### config.mk
export PLATFORM = sky130hd
export DESIGN_NAME = apc_fault_eval
export DESIGN_NICKNAME = d
export VERILOG_FILES = /design/src/rtl/apc_pkg.sv /design/src/rtl/apc_fault_eval.sv
export SDC_FILE = /design/constraint.sdc
export NUM_CORES = 1
export LEC_CHECK = 0
export BUFFER_PORTS_ARGS = -buffer_cell sky130_fd_sc_hd__buf_4
export CAP_MARGIN = 20
export CORE_AREA = 2 2 39 41
export DETAILED_ROUTE_END_ITERATION = 10
export DIE_AREA = 0 0 41 43
export PLACE_DENSITY_LB_ADDON = 0.25
export SLEW_MARGIN = 20
export SYNTH_ARGS = -nofsm -noshare
export SYNTH_HDL_FRONTEND = slang
export SYNTH_SLANG_ARGS = --single-unit
export TNS_END_PERCENT = 1
### constraint.sdc
create_clock -name vclk -period 0.8
set_input_delay 0.04 -clock vclk [all_inputs]
set_output_delay 0.04 -clock vclk [all_outputs]
set_load 0.02 [all_outputs]
### src/rtl/apc_pkg.sv
package apc_pkg;
  localparam logic [1:0] KIND_FETCH = 2'd0;
  localparam logic [1:0] KIND_READ  = 2'd1;
  localparam logic [1:0] KIND_WRITE = 2'd2;

  localparam int NFAULT      = 5;
  localparam int F_ZONE      = 0;
  localparam int F_NOEXEC    = 1;
  localparam int F_GUARD     = 2;
  localparam int F_NOWRITE   = 3;
  localparam int F_WRLOCK    = 4;

  typedef logic [NFAULT-1:0] fault_vec_t;

  typedef struct packed {
    logic is_fetch;
    logic is_write;
    logic side_on;
  } acc_dec_t;
endpackage

### src/rtl/apc_fault_eval.sv
module apc_fault_eval
  import apc_pkg::*;
(
  input  acc_dec_t   dec,
  input  logic       hit,
  input  logic       user_mode,
  input  logic       pg_exec,
  input  logic       pg_write,
  input  logic       pg_guard,
  input  logic       pg_uonly,
  input  logic [1:0] zone_field,
  input  logic       zone_lock,
  output logic       miss_c,
  output fault_vec_t fault_c
);
  logic checked;

  always_comb begin
    miss_c  = dec.side_on & ~hit;
    checked = dec.side_on & hit;
    fault_c = '0;
    fault_c[F_ZONE]    = checked & user_mode & (zone_field == 2'b00);
    fault_c[F_NOEXEC]  = checked & dec.is_fetch & ~pg_exec;
    fault_c[F_GUARD]   = checked & dec.is_fetch & pg_guard;
    fault_c[F_NOWRITE] = checked & dec.is_write & ~pg_write;
    fault_c[F_WRLOCK]  = checked & dec.is_write & (pg_uonly | zone_lock);
  end
endmodule

==> results.md, run 1 <==
* Slack of the critical path at ~120 ps
* Register Area at 0 µm²
* Drc violations at 0
* Area growth from synthesis to layout at 253%
* Routability cong. at ~0.60
* Pint at 56.4 µW
* Most frequent cell after synthesis: nor2_1
* Worst setup EP type: output port
* Setup Crit Path Kind: input port to output port
* Die Ht at 43 µm
* Footprint of the multi-input gates at a little over 60 µm²
* Worst path most repeated cell: buf_4
* Worst slew pin tran at ~220 ps
* Port bufs at 18
* PostCTS Resize Cnt at 0
* Reg power frac at 0%
* Via/cell ratio at between 3 and 4
* Share of the yosys chip area belonging to registers at 0%
* CP max stage delay at 240 ps
* Fmax at 1.47 GHz
* WP data required at between 700 and 800 ps
* Top-area cell type share of the netlist area at between 20% and 30%
* Ratio of cells with drive above 1 in the final layout at between 70 and 80%
* Pin count of the biggest net entering global routing at 5
* RSZ-0062 raised after global routing: no
* Psw at ~34 µW
* Worst path arrival time at 640 ps
* Crit path max-delay family: simple AND/OR/NAND/NOR gates
* Number of global-route vias before repair at about 120
* Mapped Cells at 9
* Starting density of the core at around 4.4%
* Fillcell total at 156
* WL final at between 300 and 400 µm
* Initial antenna violation count at 0
* Placeable Area at 1380 µm²
* Hold Vio Cnt, Final at 0
* Max VDD drop at around 0.13 mV
* Status: finished clean
* Max-cap violations at 0
* Design Power at 90.6 µW
* Antenna diodes at 0
* Setup TNS at 0 ps
* Via count at about 140
* Yosys top cell by area: nor4b_2
* CP cell instances: buf_4 -> nand2_1 -> nor3b_1 -> buf_4
* Rows at 14
* Setup bufs post-CTS at 0
* Total gr overflow at 0
* CP max-delay cell: nor3b_1
* Count of different cell masters after synthesis at 7
* Tmin final at 680 ps
* Layout net count at 41
* Sw Ratio at 37.8%
* Gr usage total at between 4 and 5%
* Total die area at 1760 µm²
* Fin. max-slew vios at 0
* CP Buf/Inv Count at 2
* Design area at ~220 µm²
* Share of total power in the clock network at 0%
* Antenna Nets Post-Route at 0
* WL per Instance at ~9.0 µm
* Final setup viols at 0
* Period utilization at a little under nine tenths
* Logic pwr share at 100.0%
* Count of hold-fix buffers inserted at cts at 0
* Dpl ws at 123 ps
* Crit path max fanout at 4
* Syn Area/Cell at 6.81 µm²
* PwrDens at 419 nW/µm²
* DRT iter0 DRCs at 0
* Seq cells at 0
* First-pass GRT wire length at 552 µm
* Die Width at about 40 µm
* Cell Area, Synth at approximately 60 µm²
* First-pass DRT Iterations at 1
* Pleak at about 0.11 nW
* Layout clock buffers at 0
* Num ports at 18
* Ys Warns at 0
* Hold_ws at approximately 340 ps
* Startpoint types: input port
* Post-DP Area at about 220 µm²
* Hold WC Path Type: input port to output port
* Post-synth net total at 21
* Top post-synthesis cells by area: nor4b_2, nor2_1, and4_2, and2b_2, nor3b_1
* Worst rel slew slack at between 80% and 90%
-- kinds of logic after synthesis --
group | synth area share [%]
simple gates | 100
-- power groups by stage --
stage / logic (mW) / clock network, mW / registers, mW
2_1_floorplan: 0.0261 / 0 / 0
3_3_place_gp: 0.0916 / 0 / 0
3_5_place_dp: 0.0911 / 0 / 0
4_1_cts: 0.0913 / 0 / 0
5_1_grt: 0.0979 / 0 / 0
6_report: 0.0906 / 0 / 0
-- area by class of cell --
class / count / share of cell area, %
Multi-Input combinational cell: 9 / 28.3
Tap cell: 16 / 9.25
Timing Repair Buffer: 18 / 62.4
-- cells in the final DEF (no fill, tap or decap) --
master,instances
nor2_1,3
nand3_1,1
nand2_1,1
and4_2,1
and2b_2,1
nor3b_1,1
nor4b_2,1
buf_4,18
-- per-layer routing --
layer | vias up | global-route usage [%] | wire, µm
met5 | - | 0 | 0
met4 | 0 | 0 | 0
met3 | 0 | 2.09 | 117
met2 | 18 | 3.44 | 66
met1 | 46 | 9.18 | 202
li1 | 71 | - | -
-- per-stage QoR --
| step | util [%] | std cells |
|---|---|---|
| 5_1_grt | 15.6 | 43 |
| 3_5_place_dp | 15.6 | 43 |
| 2_1_floorplan | - | 9 |
| 6_report | 15.6 | 43 |
| 3_3_place_gp | 15.6 | 43 |
| 4_1_cts | 15.6 | 43 |
-- worst paths after layout --
check                 cells past startpoint          to     start  slack (ps)
worst min-delay path                      3  fault_c[3]  pg_write         340
worst max-delay path                      4  fault_c[1]    dec[0]         120
Note: power is estimated with default switching activity, not from simulation.
==> run 2, diff against run 1 <==
Settings changed: RECOVER_POWER set to 50.
==> run 2 against run 1 <==
  * First-iteration DRC count unchanged
  * Worst setup slack barely moved
  * Critical path depth unchanged
  * Non-clock buffer count stayed put
  * Count of clock-buffer cells in the layout is the same
  * Via count is the same
  * Wire length rose by 0.26%
  * Hold slack gained 2.9 ps
  * Power is 4.9% lower
  * Maximum frequency about the same
  * Die area unchanged
==> results.md, run 2 (same netlist as run 1, synthesis figures left out) <==
* Footprint of the multi-input gates at 61.3 µm² (unchanged)
* Tmin final at 680 ps (-0.327 ps)
* Via/cell ratio at 3.14 (unchanged)
* Rows at 14 (unchanged)
* First-pass GRT wire length at 552 µm (unchanged)
* Layout net count at 41 (unchanged)
* CP cell instances: buf_4 -> nand2_1 -> nor3b_1 -> buf_4
* PostCTS Resize Cnt at 0 (unchanged)
* First-pass DRT Iterations at 1 (unchanged)
* Num ports at 18 (unchanged)
* Setup TNS at 0 ps (unchanged)
* Max-cap violations at 0 (unchanged)
* Hold_ws at 342 ps (+2.94 ps)
* WL per Instance at 9.00 µm (+0.26%)
* Die Ht at 43 µm (unchanged)
* Worst path arrival time at 640 ps (about the same)
* Core Util, Final at 14.8% (-0.81 points)
* Max VDD drop at 0.122 mV (-5.1%)
* Antenna Nets Post-Route at 0 (unchanged)
* Layout clock buffers at 0 (unchanged)
* Setup bufs post-CTS at 0 (unchanged)
* Via count at 135 (unchanged)
* Count of hold-fix buffers inserted at cts at 0 (unchanged)
* Commonest non-fill, non-tap cell in the layout: buf_4
* RSZ-0062 raised after global routing: no
* Register Area at 0 µm² (unchanged)
* Total die area at 1760 µm² (unchanged)
* Fin. max-slew vios at 0 (unchanged)
* Hold Vio Cnt, Final at 0 (unchanged)
* CP max stage delay at 240 ps (about the same)
* Worst path most repeated cell: buf_4
* WP data required at 760 ps (about the same)
* Initial antenna violation count at 0 (unchanged)
* Starting density of the core at 4.43% (unchanged)
* Drc violations at 0 (unchanged)
* Placeable Area at 1380 µm² (unchanged)
* Hold WC Path Type: input port to output port
* PwrDens at 420 nW/µm² (+0.33%)
* Slack of the critical path at 120 ps (+0.327 ps)
* Pin count of the biggest net entering global routing at 5 (unchanged)
* Period utilization at 85.0% (about the same)
* DRT iter0 DRCs at 0 (unchanged)
* Routability cong. at 0.599 (unchanged)
* Antenna diodes at 0 (unchanged)
* Total gr overflow at 0 (unchanged)
* Fmax at 1.47 GHz (about the same)
* Gr usage total at 4.40% (unchanged)
* Setup Crit Path Kind: input port to output port
* Dpl ws at 123 ps (unchanged)
* WL final at 387 µm (+0.26%)
* Pleak at 0.0983 nW (-11%)
* Number of global-route vias before repair at 115 (unchanged)
* Ratio of cells with drive above 1 in the final layout at 66.7% (-11 points)
* Worst setup EP type: output port
* Worst slew pin tran at 252 ps (+36.4 ps)
* Crit path max fanout at 4 (unchanged)
* Status: finished clean
* Most frequent cells in the layout: buf_4, nor2_1, clkbuf_1
* Final setup viols at 0 (unchanged)
* CP max-delay cell: nor3b_1
* Fillcell total at 160 (+2.6%)
* Area growth from synthesis to layout at 235%
* Startpoint types: input port
* Seq cells at 0 (unchanged)
* Die Width at 41 µm (unchanged)
* Port bufs at 18 (unchanged)
* Worst rel slew slack at 83.2% (-2.3 points)
-- run 2: area by class of cell --
| type | instances | area share [%] |
|---|---|---|
| timing repair buffer | 18 | 60.4 |
| multi-input combinational | 9 | 29.9 |
| tap | 16 | 9.76 |
-- run 2: worst max-delay path, delay by kind of cell --
kind          cells  cell delay [ps]
buf+inv           2              290
simple gates      2              310
-- run 2: path summary, 6_finish.rpt --
path	slack, ps	cells past startpoint	end	from
worst max-delay path	120	4	fault_c[1]	dec[0]
worst min-delay path	340	3	fault_c[0]	zone_field[1]
-- run 2: layer usage --
| metal | GRT usage, % | share of wire [%] |
|---|---|---|
| met5 | 0 | 0 |
| met2 | 3.44 | 17 |
| met4 | 0 | 0 |
| met3 | 2.09 | 31 |
| met1 | 9.18 | 52 |
-- run 2: metrics by stage --
step	cell area [µm²]	instances	total power, mW
global route	205	43	0.0933
floorplan	61.3	9	0.0261
detailed placement	216	43	0.0911
finish	205	43	0.0862
CTS	216	43	0.0913
global placement	216	43	0.0916
-- run 2: power by group --
group          total [mW]  leakage [nW]  internal, mW  switching [mW]
Sequential              0             0             0               0
Combinational      0.0862        0.0983        0.0520          0.0342
Clock                   0             0             0               0
==> run 3, diff against run 2 <==
Settings changed: ABC_AREA set to 1.
==> run 3 against run 2 <==
  * Cell count is 14% higher
  * Count of clock-buffer cells in the layout is the same
  * Sequential share of layout area is the same
  * Hold slack worse by 11 ps
  * Die area stayed put
  * Worst setup slack better by 93 ps
  * Global-route usage decreased by 1.9 points
  * Wire length fell by 24%
  * Combinational power decreased by 3.5%
  * Non-clock buffer count unchanged
  * Largest cell class unchanged
==> results.md, run 3 <==
* Status: finished clean
* Most frequent cells in the layout: buf_4, nor2_1, inv_1
* Top post-synthesis cells by area: nor2_1, nand3_1, inv_1, nand2_1
* Ys Warns at 0 (unchanged)
* Post-Layout Cell Count at 49 (+14%)
* DRT iter0 DRCs at 0 (unchanged)
* Final setup viols at 0 (unchanged)
* Number of global-route vias before repair at 117 (+1.7%)
* Register Area at 0 µm² (unchanged)
* Hold Vio Cnt, Final at 0 (unchanged)
* Count of different cell masters after synthesis at 4 (-3)
* Gr usage total at 2.50% (-1.9 points)
* Starting density of the core at 4.34% (-0.090 points)
* Antenna Nets Post-Route at 0 (unchanged)
* Yosys top cell by area: nor2_1
* Setup bufs post-CTS at 0 (unchanged)
* Die Ht at 43 µm (unchanged)
* Worst Hold Endpoint: fault_c[1]
* Count of hold-fix buffers inserted at cts at 0 (unchanged)
* WL per Instance at 6.00 µm (-33%)
* Footprint of the multi-input gates at 45.0 µm² (-27%)
* Area growth from synthesis to layout at 240%
* CP Buf/Inv Count at 2 (unchanged)
* Setup Crit Path Kind: input port to output port
* Global routing's busiest layer: met2
* CP cell instances: buf_4 -> nand3_1 -> nor2_1 -> clkbuf_1
* Fmax at 1.70 GHz (+16%)
* Most frequent cell after synthesis: nor2_1
* Routability cong. at 0.418 (-30%)
* Met1 Usage GRT at 1.58% (-7.6 points)
* Hold path start: pg_exec
* Crit. Startpoint: hit
* Post-synth net total at 27 (+29%)
* Worst slew pin tran at 255 ps (+3.02 ps)
* RSZ-0062 raised after global routing: no
* Pin count of the biggest net entering global routing at 5 (unchanged)
* Startpoint types: input port
* Period utilization at 73.4% (-12 points)
* Share of the yosys chip area belonging to registers at 0% (unchanged)
* Met2 GRT Util at 6.25% (+2.8 points)
* Via/cell ratio at 3.10 (-1.2%)
* PostCTS Resize Cnt at 0 (unchanged)
* Ratio of cells with drive above 1 in the final layout at 45.5% (-21 points)
* Antenna diodes at 0 (unchanged)
* Layout clock buffers at 0 (unchanged)
* Tmin final at 587 ps (-92.6 ps)
* First-pass GRT wire length at 345 µm (-38%)
* Fillcell total at 167 (+4.4%)
* Layout net count at 47 (+15%)
* Commonest non-fill, non-tap cell in the layout: buf_4
* Worst rel slew slack at 83.0% (-0.20 points)
* Top cells by count, synth: nor2_1, inv_1, nand3_1
* Core Util, Final at 14.7% (-0.090 points)
* Max VDD drop at 0.0415 mV (-66%)
* Initial antenna violation count at 0 (unchanged)
* Total gr overflow at 0 (unchanged)
* Fin. max-slew vios at 0 (unchanged)
* Placed cells at 49 (+14%)
* Num ports at 18 (unchanged)
* Crit path max fanout at 4 (unchanged)
* Port bufs at 18 (unchanged)
* Design Power at 83.2 µW (-3.5%)
* Cell Area, Synth at 60.1 µm² (-2.0%)
* Hold Path Stages at 3 (unchanged)
* Mapped Cells at 15 (+6)
* Via count at 152 (+13%)
* PwrDens at 408 nW/µm² (-2.9%)
* Total die area at 1760 µm² (unchanged)
* Seq cells at 0 (unchanged)
* CP max stage delay at 240 ps (about the same)
* Rows at 14 (unchanged)
* Setup TNS at 0 ps (unchanged)
* Top-area cell type share of the netlist area at 43.8% (+19 points)
* First-pass DRT Iterations at 1 (unchanged)
* Syn Area/Cell at 4.00 µm² (-41%)
* Pleak at 0.119 nW (+21%)
* Die Width at 41 µm (unchanged)
* HPWL reported at the end of detailed placement at roughly 270 µm
* Max-cap violations at 0 (unchanged)
* Crit path max-delay family: buffers and inverters
* Hold WC Path Type: input port to output port
* WP data required at 760 ps (about the same)
* WL final at 294 µm (-24%)
* Worst path arrival time at 550 ps (-90 ps)
* Placeable Area at 1380 µm² (unchanged)
* Worst setup EP type: output port
* CP max-delay cell: clkbuf_1
* Drc violations at 0 (unchanged)
* Routing usage on met3 at 0% (-2.1 points)
run 3: changes by cell type after synthesis:
| cell | before | now |
|---|---|---|
| inv_1 | 0 | 4 |
| nor3b_1 | 1 | 0 |
| nor4b_2 | 1 | 0 |
| nand3_1 | 1 | 3 |
| and4_2 | 1 | 0 |
| nor2_1 | 3 | 7 |
| and2b_2 | 1 | 0 |
run 3: kinds of logic (layout without fill, tap and decap cells):
logic type / Yosys count / after routing / share of synthesized area (%)
buf+inv: 4 / 22 / 25.0
simple gates: 11 / 11 / 75.0
run 3: metrics by stage:
stage / hold WS (ps) / cell area (µm²) / setup slack (ps)
2_1_floorplan: 160 / 60.1 / 351
3_3_place_gp: 331 / 215 / 276
3_5_place_dp: 332 / 215 / 271
4_1_cts: 332 / 215 / 264
5_1_grt: 338 / 204 / 138
6_report: 331 / 204 / 213
run 3: report_power, final:
group          internal (mW)  switching, mW
clock                      0              0
sequential                 0              0
combinational         0.0493         0.0339
run 3: how the worst max path moves through the flow:
stage,endpoint,slack [ps],cells after the start
global route,fault_c[3],140,4
global placement,fault_c[2],280,4
finish,fault_c[3],210,4
CTS,fault_c[2],260,4
detailed placement,fault_c[1],270,4
floorplan,fault_c[0],350,3
run 3: per-layer routing:
metal / vias to the layer above / share of wire, %
met3: 0 / 20
met2: 11 / 46
met1: 61 / 33
met5: - / 0
li1: 80 / -
met4: 0 / 0
run 3: area by class of cell:
cell class | count | share of cell area (%)
multi-input combinational | 11 | 22.1
timing repair buffer | 18 | 60.7
tap | 16 | 9.82
inverter | 4 | 7.36
